`src/rtl/fic_pkg.sv`:
```
package fic_pkg;

    localparam int VEC_W = 32;

    typedef enum logic [2:0] {
        SQ_IDLE,
        SQ_INJECT,
        SQ_OBSERVE,
        SQ_CHECK,
        SQ_REPAIR,
        SQ_RESET,
        SQ_DONE
    } seq_state_e;

    typedef struct packed {
        logic inject;
        logic repair;
        logic copy_rst;
        logic check;
    } seq_ctl_t;

    // Left shift; feedback taps at bits 31, 21, 1, 0.
    function automatic logic [VEC_W-1:0] vec_step(input logic [VEC_W-1:0] s);
        return {s[VEC_W-2:0], s[31] ^ s[21] ^ s[1] ^ s[0]};
    endfunction

endpackage

```
`src/rtl/fic_vec_gen.sv`:
```
module fic_vec_gen
    import fic_pkg::*;
#(
    parameter logic [VEC_W-1:0] SEED = 32'hACE1_2B5D
) (
    input  logic             clk,
    input  logic             rst,
    input  logic             reseed,
    output logic [VEC_W-1:0] vec
);

    logic [VEC_W-1:0] state_q;

    always_ff @(posedge clk) begin
        if (rst || reseed) begin
            state_q <= SEED;
        end else begin
            state_q <= vec_step(state_q);
        end
    end

    assign vec = state_q;

    AST_RESEED_LOADS: assert property (@(posedge clk) disable iff (rst)
        reseed |=> (vec == SEED));
    AST_NEVER_ZERO: assert property (@(posedge clk) disable iff (rst)
        vec != '0);

endmodule

```
`src/rtl/fic_out_cmp.sv`:
```
module fic_out_cmp #(
    parameter int BUS_W = 72
) (
    input  logic             clk,
    input  logic             rst,
    input  logic             clr,
    input  logic [BUS_W-1:0] bus_a,
    input  logic [BUS_W-1:0] bus_b,
    output logic             flag
);

    logic differ;
    logic flag_q;

    assign differ = |(bus_a ^ bus_b);

    always_ff @(posedge clk) begin
        if (rst || clr) begin
            flag_q <= 1'b0;
        end else if (differ) begin
            flag_q <= 1'b1;
        end
    end

    assign flag = flag_q;

    AST_DIFF_RAISES: assert property (@(posedge clk) disable iff (rst)
        (differ && !clr) |=> flag);
    AST_FLAG_STICKY: assert property (@(posedge clk) disable iff (rst)
        (flag && !clr) |=> flag);
    AST_FLAG_CLEARS: assert property (@(posedge clk) disable iff (rst)
        clr |=> !flag);

endmodule

```
`src/rtl/fic_trial_seq.sv`:
```
module fic_trial_seq
    import fic_pkg::*;
#(
    parameter int LOC_W = 16,
    parameter int WIN_W = 16
) (
    input  logic             clk,
    input  logic             rst,
    input  logic             start,
    input  logic [LOC_W-1:0] loc_first,
    input  logic [LOC_W-1:0] loc_last,
    input  logic [WIN_W-1:0] window_len,
    input  logic             flag,
    output seq_ctl_t         ctl,
    output logic             fail_valid,
    output logic [LOC_W-1:0] loc,
    output logic             busy,
    output logic             done
);

    localparam logic [WIN_W-1:0] WIN_ONE = WIN_W'(1);
    localparam logic [LOC_W-1:0] LOC_ONE = LOC_W'(1);

    seq_state_e       st_q;
    logic [LOC_W-1:0] loc_q;
    logic [WIN_W-1:0] cnt_q;

    always_ff @(posedge clk) begin
        if (rst) begin
            st_q  <= SQ_IDLE;
            loc_q <= '0;
            cnt_q <= '0;
        end else begin
            unique case (st_q)
                SQ_IDLE: begin
                    if (start) begin
                        loc_q <= loc_first;
                        st_q  <= SQ_INJECT;
                    end
                end
                SQ_INJECT: begin
                    cnt_q <= (window_len == '0) ? WIN_ONE : window_len;
                    st_q  <= SQ_OBSERVE;
                end
                SQ_OBSERVE: begin
                    if (cnt_q <= WIN_ONE) begin
                        st_q <= SQ_CHECK;
                    end else begin
                        cnt_q <= cnt_q - WIN_ONE;
                    end
                end
                SQ_CHECK:  st_q <= SQ_REPAIR;
                SQ_REPAIR: st_q <= SQ_RESET;
                SQ_RESET: begin
                    if (loc_q >= loc_last) begin
                        st_q <= SQ_DONE;
                    end else begin
                        loc_q <= loc_q + LOC_ONE;
                        st_q  <= SQ_INJECT;
                    end
                end
                SQ_DONE:   st_q <= SQ_IDLE;
                default:   st_q <= SQ_IDLE;
            endcase
        end
    end

    always_comb begin
        ctl.inject   = (st_q == SQ_INJECT);
        ctl.repair   = (st_q == SQ_REPAIR);
        ctl.check    = (st_q == SQ_CHECK);
        ctl.copy_rst = (st_q == SQ_IDLE) || (st_q == SQ_RESET) || (st_q == SQ_DONE);
    end

    assign fail_valid = ctl.check && flag;
    assign loc        = loc_q;
    assign busy       = (st_q != SQ_IDLE);
    assign done       = (st_q == SQ_DONE);

    AST_INJECT_SINGLE: assert property (@(posedge clk) disable iff (rst)
        ctl.inject |=> !ctl.inject);
    AST_REPAIR_THEN_RESET: assert property (@(posedge clk) disable iff (rst)
        ctl.repair |=> ctl.copy_rst);
    AST_FAIL_SINGLE: assert property (@(posedge clk) disable iff (rst)
        fail_valid |=> !fail_valid);
    AST_DONE_THEN_IDLE: assert property (@(posedge clk) disable iff (rst)
        done |=> !busy);
    AST_STROBES_EXCLUSIVE: assert property (@(posedge clk) disable iff (rst)
        $onehot0({ctl.inject, ctl.repair, ctl.check}));

endmodule

```
`src/rtl/lockstep_fault_campaign.sv`:
```
module lockstep_fault_campaign
    import fic_pkg::*;
#(
    parameter logic [VEC_W-1:0] SEED  = 32'hACE1_2B5D,
    parameter int               BUS_W = 72,
    parameter int               LOC_W = 16,
    parameter int               WIN_W = 16
) (
    input  logic             clk,
    input  logic             rst,
    input  logic             start,
    input  logic [LOC_W-1:0] loc_first,
    input  logic [LOC_W-1:0] loc_last,
    input  logic [WIN_W-1:0] window_len,
    output logic [VEC_W-1:0] test_vec,
    output logic             copy_rst,
    output logic             inject_pulse,
    output logic             repair_pulse,
    input  logic [BUS_W-1:0] dut_bus,
    input  logic [BUS_W-1:0] gold_bus,
    output logic             mismatch,
    output logic             fail_valid,
    output logic [LOC_W-1:0] cur_loc,
    output logic             busy,
    output logic             done
);

    seq_ctl_t ctl;
    logic     flag;

    fic_vec_gen #(.SEED(SEED)) u_vec (
        .clk    (clk),
        .rst    (rst),
        .reseed (ctl.copy_rst),
        .vec    (test_vec)
    );

    fic_out_cmp #(.BUS_W(BUS_W)) u_cmp (
        .clk   (clk),
        .rst   (rst),
        .clr   (ctl.copy_rst),
        .bus_a (dut_bus),
        .bus_b (gold_bus),
        .flag  (flag)
    );

    fic_trial_seq #(.LOC_W(LOC_W), .WIN_W(WIN_W)) u_seq (
        .clk        (clk),
        .rst        (rst),
        .start      (start),
        .loc_first  (loc_first),
        .loc_last   (loc_last),
        .window_len (window_len),
        .flag       (flag),
        .ctl        (ctl),
        .fail_valid (fail_valid),
        .loc        (cur_loc),
        .busy       (busy),
        .done       (done)
    );

    assign copy_rst     = ctl.copy_rst;
    assign inject_pulse = ctl.inject;
    assign repair_pulse = ctl.repair;
    assign mismatch     = flag;

endmodule

```
`config.mk`:
```
export PLATFORM = sky130hd
export DESIGN_NAME = lockstep_fault_campaign
export DESIGN_NICKNAME = d
export VERILOG_FILES = /design/src/rtl/fic_pkg.sv /design/src/rtl/fic_vec_gen.sv /design/src/rtl/fic_out_cmp.sv /design/src/rtl/fic_trial_seq.sv /design/src/rtl/lockstep_fault_campaign.sv
export SDC_FILE = /design/constraint.sdc
export NUM_CORES = 1
export LEC_CHECK = 0
export ABC_AREA = 1
export BUFFER_PORTS_ARGS = -buffer_cell sky130_fd_sc_hd__buf_2
export CORE_AREA = 2 2 98 119
export DETAILED_ROUTE_END_ITERATION = 16
export DIE_AREA = 0 0 100 121
export GPL_TIMING_DRIVEN = 0
export PLACE_DENSITY = 0.86
export SLEW_MARGIN = 20
export SYNTH_ARGS = -nofsm -noshare
export SYNTH_HDL_FRONTEND = slang
export SYNTH_SLANG_ARGS = --single-unit
export TNS_END_PERCENT = 50
```
`constraint.sdc`:
```
create_clock -name clk -period 2.3 [get_ports clk]
set_input_delay 0.23 -clock clk [delete_from_list [all_inputs] [get_ports clk]]
set_output_delay 0.23 -clock clk [all_outputs]
set_load 0.05 [all_outputs]
```
Yosys cells after proc, flatten, opt, wreduce, memory -nomap -nowiden. Index checks and enable logic that the tools add are counted. W data, S select, Z words.

Output and inout port bits: 55. Register bits after elaboration: 68. ROM bits: 0. Bits in latches: 0. Word-level logic and storage cells: 46. RAM bits: 0. Memories: 0.

Equality and inequality tests: 10. Multipliers: 0. $lt $le $gt $ge: 2. Divide/modulo/power cells: 0. Muxes and demuxes: 10. Add/subtract/negate cells: 2. Bitwise operators: 4. Reduce and logical (&&, ||, !) cells: 13. Shift operators: 0.

Operator list (count): $reduce_or A72 Y1 (1); $xor A72 B72 Y72 (1); $mux W16 (4); $pmux W16 S2 (2); $pmux W3 S6 (1); $add A16 B1 Y16 const B (1); $ge A16 B16 Y1 (1); $le A16 B1 Y1 const B (1); $logic_not A16 Y1 (1); $sub A16 B1 Y16 const B (1); $eq A3 B3 Y1 const B (3); $mux W3 (3); $eq A3 B2 Y1 const B (2); $ne A2 B2 Y1 const B (3); $reduce_and A2 Y1 (2); $reduce_bool A2 Y1 (2); $eq A3 B1 Y1 const B (1); $logic_not A3 Y1 (1); $logic_or A1 B1 Y1 (3); $reduce_and A3 Y1 (1); $reduce_bool A3 Y1 (1); $xor A1 B1 Y1 (3); $ne A2 B1 Y1 const B (1); $logic_and A1 B1 Y1 (1).

Depth between registers and ports, before layout.
Depth in word-level cells: 4. Depth in mapped cells: 16. Mapped depth without buffers: 15.

Modules after synthesis. From an unflattened synthesis, not the netlist that was laid out.

Cell total of the unflattened synthesis: 886. Area, all modules: 5275.1 µm².

Modules (own cells, without submodules): fic_trial_seq (cells an instance 493, area an instance 2924.1 µm², instances 1); fic_out_cmp (cells an instance 292, area an instance 1306.3 µm², instances 1); fic_vec_gen (cells an instance 101, area an instance 1044.8 µm², instances 1).

Worst setup path after synthesis. No wires, ideal clock.

Path type: register to register. Start: register u_seq.loc_q[6] (netlist: u_seq.loc[6]). End: register u_seq.loc_q[6] (netlist: u_seq.loc[6]). Path slack: 0.165 ns. Data required time: 2.183 ns. Clock period less this slack: 2.135 ns. Cell stages (with the launch flop): 15. Arrival: 2.017 ns. Path through: dfxtp_1 > ha_1 > nand2_1 > inv_1 > nand2_1 > nand2_1 > nor2_1 > nand2_1 > nand2_1 > nand2_1 > nand2_2 > buf_2 > nand3_1 > nand2_1 > nor2_1.

Cells in the longest elaborated chain, start to end: 3. Elaborated cells between the ends (all ways): 6.

RTL lines: start, declared (line fic_trial_seq.sv:25) `logic [LOC_W-1:0] loc_q;`; start signal, assigned (line fic_trial_seq.sv:37) `loc_q <= loc_first;`; start signal, assigned (line fic_trial_seq.sv:58) `loc_q <= loc_q + LOC_ONE;`; $add A16 B1 Y16 / $ge A16 B16 Y1 (equally long branches) (line fic_trial_seq.sv:58, fic_trial_seq.sv:55); $mux W16 / $ne A2 B2 Y1 (equally long branches); $pmux W16 S2 / $reduce_and A3 Y1 (equally long branches).

Parallel ways exist; a longest one is shown, timed or not. The select of a mux whose other input is x is not followed. A chain may end at the register's enable or synchronous reset.

Worst setup path in the final report.
Start: register u_seq.loc_q[5] (netlist: u_seq.loc[5]). End: register u_seq.loc_q[2] (netlist: u_seq.loc[2]).

Cells in the longest elaborated chain, start to end: 3.

RTL lines: $ge A16 B16 Y1 (line fic_trial_seq.sv:55) `if (loc_q >= loc_last) begin`; $ne A2 B2 Y1 (no source line); $reduce_and A3 Y1 (no source line).

No other way between the ends.

==> flow_summary.ini <==
[status]
status = complete, no violations

[global_route]
antenna_found_initial = 3
grt.total_usage_pct = 27.0
grt_pass1_wl_um = 25700
grt_pass1_vias = 5795
gr-total-overflow = 0
grt_max_degree = 13

[cts]
ctsLongestPathBuffers = 2
cts_buffers = 9
path_clk_slew_ns = 0.06
cts_tree = yes
clk_latency_ns = 0.33
clkSinkCount = 68
cts_root_buffer = clkbuf_16
htreeDepth = 3

[layout]
multiInputGateArea_um2 = 2980
design_area_um2 = 6770
layout.area.seq_um2 = 1360
n_fill_cell = 1024
layout_common_cells = 254 x buf_2, 204 x nand2_1, 139 x inv_1
mostFrequentLayoutCell = buf_2
area_delta_synth_final_pct = 35.1
nNetsFinal = 1290
drive_gt1_share_pct = 30.0

[worst_setup_path]
crit_path_start = u_seq.loc[5]
crit_family = simple AND/OR/NAND/NOR gates
path_max_fanout = 10
cp_num_buf_inv = 1
cp_data_arrival_time_ns = 2.29
crit_slowest_cell = dfxtp_1
cpMostUsedCell = nand2_1
reg2reg_from = u_seq.loc[5]
critPathRequiredTime_ns = 2.53
worstPathCellList = ha_1, nand2_1, nand2_1, nand2_1, nand2_1, nor2_1, nand2_1, nand2_1, nand2_1, nand2_2, nand2_4, buf_6, nor2_1, nor2_1
endpoint_kind = flop
slowest_delay_ns = 0.48
cp-start-kind = flop
criticalPathCategory = flop to flop

[floorplan]
num_rows = 42
pin_count = 250
die_area_um2 = 12100
start_util_pct = 45.9
coreArea_um2 = 10900
fp.dieW_um = 100
dieHeight_um = 121

[synthesis]
async_flop_share_pct = 0
synthesis.nets = 1031
netlist_area_um2 = 5010
yosysUniqueCellTypes = 41
synth-seq-cells = 68
netlist.area_leader.share_pct = 27.2
ys_seq_area_share_pct = 27.2
synthCells = 817
synth_top_cell_by_area = dfxtp_1
yosys_most_used_dff = dfxtp_1
yosysWarnings = 0
syn_area_per_cell_um2 = 6.14
yosys-top-cells-area = dfxtp_1 27%, nand2_1 15%, inv_1 10%
synth_edf_count = 0

[placement]
dp.final_hpwl_um = 13800
gp_congestion = 0.945
io_buffers = 248
dp_slack_ns = 0.257
placed_cell_area_um2 = 6420

[sta]
setup_violations = 0
holdWs_ns = 0.183
setup_tns_ns = 0
final-hold-violation-count = 0
finalWorstSetupSlack_ns = 0.236
worstMarginPinSlew_ns = 0.512
finalClockSkew_ns = 0.00626
fin_crit_ns = 2.06
finalMaxSlewViolations = 0
grt_setup_unrepaired = no
relSlewSlack_pct = 65.9
clock.fmax_ghz = 0.484
fin_crit_sh_pct = 89.8

[drt]
drtAntennaViolNets = 0
viasPerCell = 5.05
drt_iter0_markers = 262
wl_per_cell_um = 13.7
vias = 6143
drt_drc_violations_left = 0
wl_um = 16600
drt_first_pass_iters = 6

[power_and_ir_drop]
power.density_nw_per_um2 = 1170
ir_worst_vdd_mv = 0.469
leakagePower_nw = 3.84

[min_path]
holdCritStartpoint = window_len[9]
hold_path.class = primary input to flop

[job]
drv_cap = 0
-- power breakdown --
part	switching (W)	internal (W)	total [W]
Sequential	0.000445	0.00160	0.00205
Combinational	0.00297	0.00135	0.00432
Clock	0.000522	0.00106	0.00158
-- layer usage --
metal / global-route usage (%) / vias to the layer above / share of wire, %
met2: 49.4 / 292 / 49
met3: 5.47 / 47 / 8.9
met5: 0 / - / 0.060
met4: 13.4 / 2 / 3.6
li1: - / 3077 / -
met1: 29.3 / 2725 / 38
-- flip-flops by register name (all words and copies together), names as in the netlist --
name,cells
u_cmp.flag,1
u_seq.cnt_q,16
u_seq.loc,16
u_seq.st_q,3
u_vec.vec,32
-- what timing repair did --
action / in CTS / in global routing
hold buffers: 0 / 0
gates resized for setup: 0 / 3
setup endpoints to repair: 0 / 15
setup buffers: 0 / 0
-- cell usage after synthesis (2+ instances only) --
master     instances
nand2_1          204
inv_1            139
ha_1              19
mux2i_1            2
a21o_1             2
o21ai_1            2
xor2_1            10
clkbuf_1           5
nor3_1            13
o2111ai_1          2
nand2_2            2
o21ai_0           30
nand4_1           23
nor2_1           106
buf_6              5
nor2_2             3
or2_1             14
nand3_1           38
xnor2_1           19
o211ai_1           2
a31oi_1            5
o22ai_1            6
nand3b_1           4
inv_2              8
or2_2             25
dfxtp_1           68
a21oi_1           38
buf_2              7
o31ai_1            2
nand3_2            3
-- final timing paths --
kind                     to  slack, ns  cells past startpoint
max            u_seq.loc[2]       0.24                     14
min          u_seq.cnt_q[9]       0.18                      3
max reg2reg    u_seq.loc[2]       0.24                     14
min reg2reg   u_vec.vec[25]       0.42                      2
-- cells by family (layout without fill, tap and decap cells) --
kind of cell	after synthesis	in the layout	share of synthesized area, %
other	0	3	0
XOR/XNOR	29	29	5.07
adder cells (fa/ha/maj)	19	19	4.74
multiplexers	2	2	0.399
buffers and inverters	166	430	13.5
flip-flops	68	68	27.2
AO/OA/AOI/OAI	96	96	10.9
AND/OR/NAND/NOR	437	437	38.3
-- final cells by class --
type                       instances  area share [%]
timing repair buffer             248            18.3
multi-input combinational        583            44.0
clock inverter                     6            1.64
tap                              132            2.44
inverter                         148            8.22
clock buffer                      10            3.38
antenna                            3           0.111
buffer                            18            1.77
sequential                        68            20.1
-- metrics by stage --
stage | std cells | utilization [%] | total power, W
after floorplan | 817 | - | 0.00520
after global placement | 1197 | 58.7 | 0.00624
after detailed placement | 1197 | 58.7 | 0.00632
after CTS | 1213 | 61.8 | 0.00794
after global routing | 1214 | 61.9 | 0.00848
final | 1216 | 62.0 | 0.00795
-- worst register-to-register path: cells and delay by family, from the launching register on --
kind	cells	cell delay, ns
fa+ha+maj	1	0.31
simple gates	12	0.98
flops	1	0.48
buf+inv	1	0.18
(Power assumes the default switching activity.)
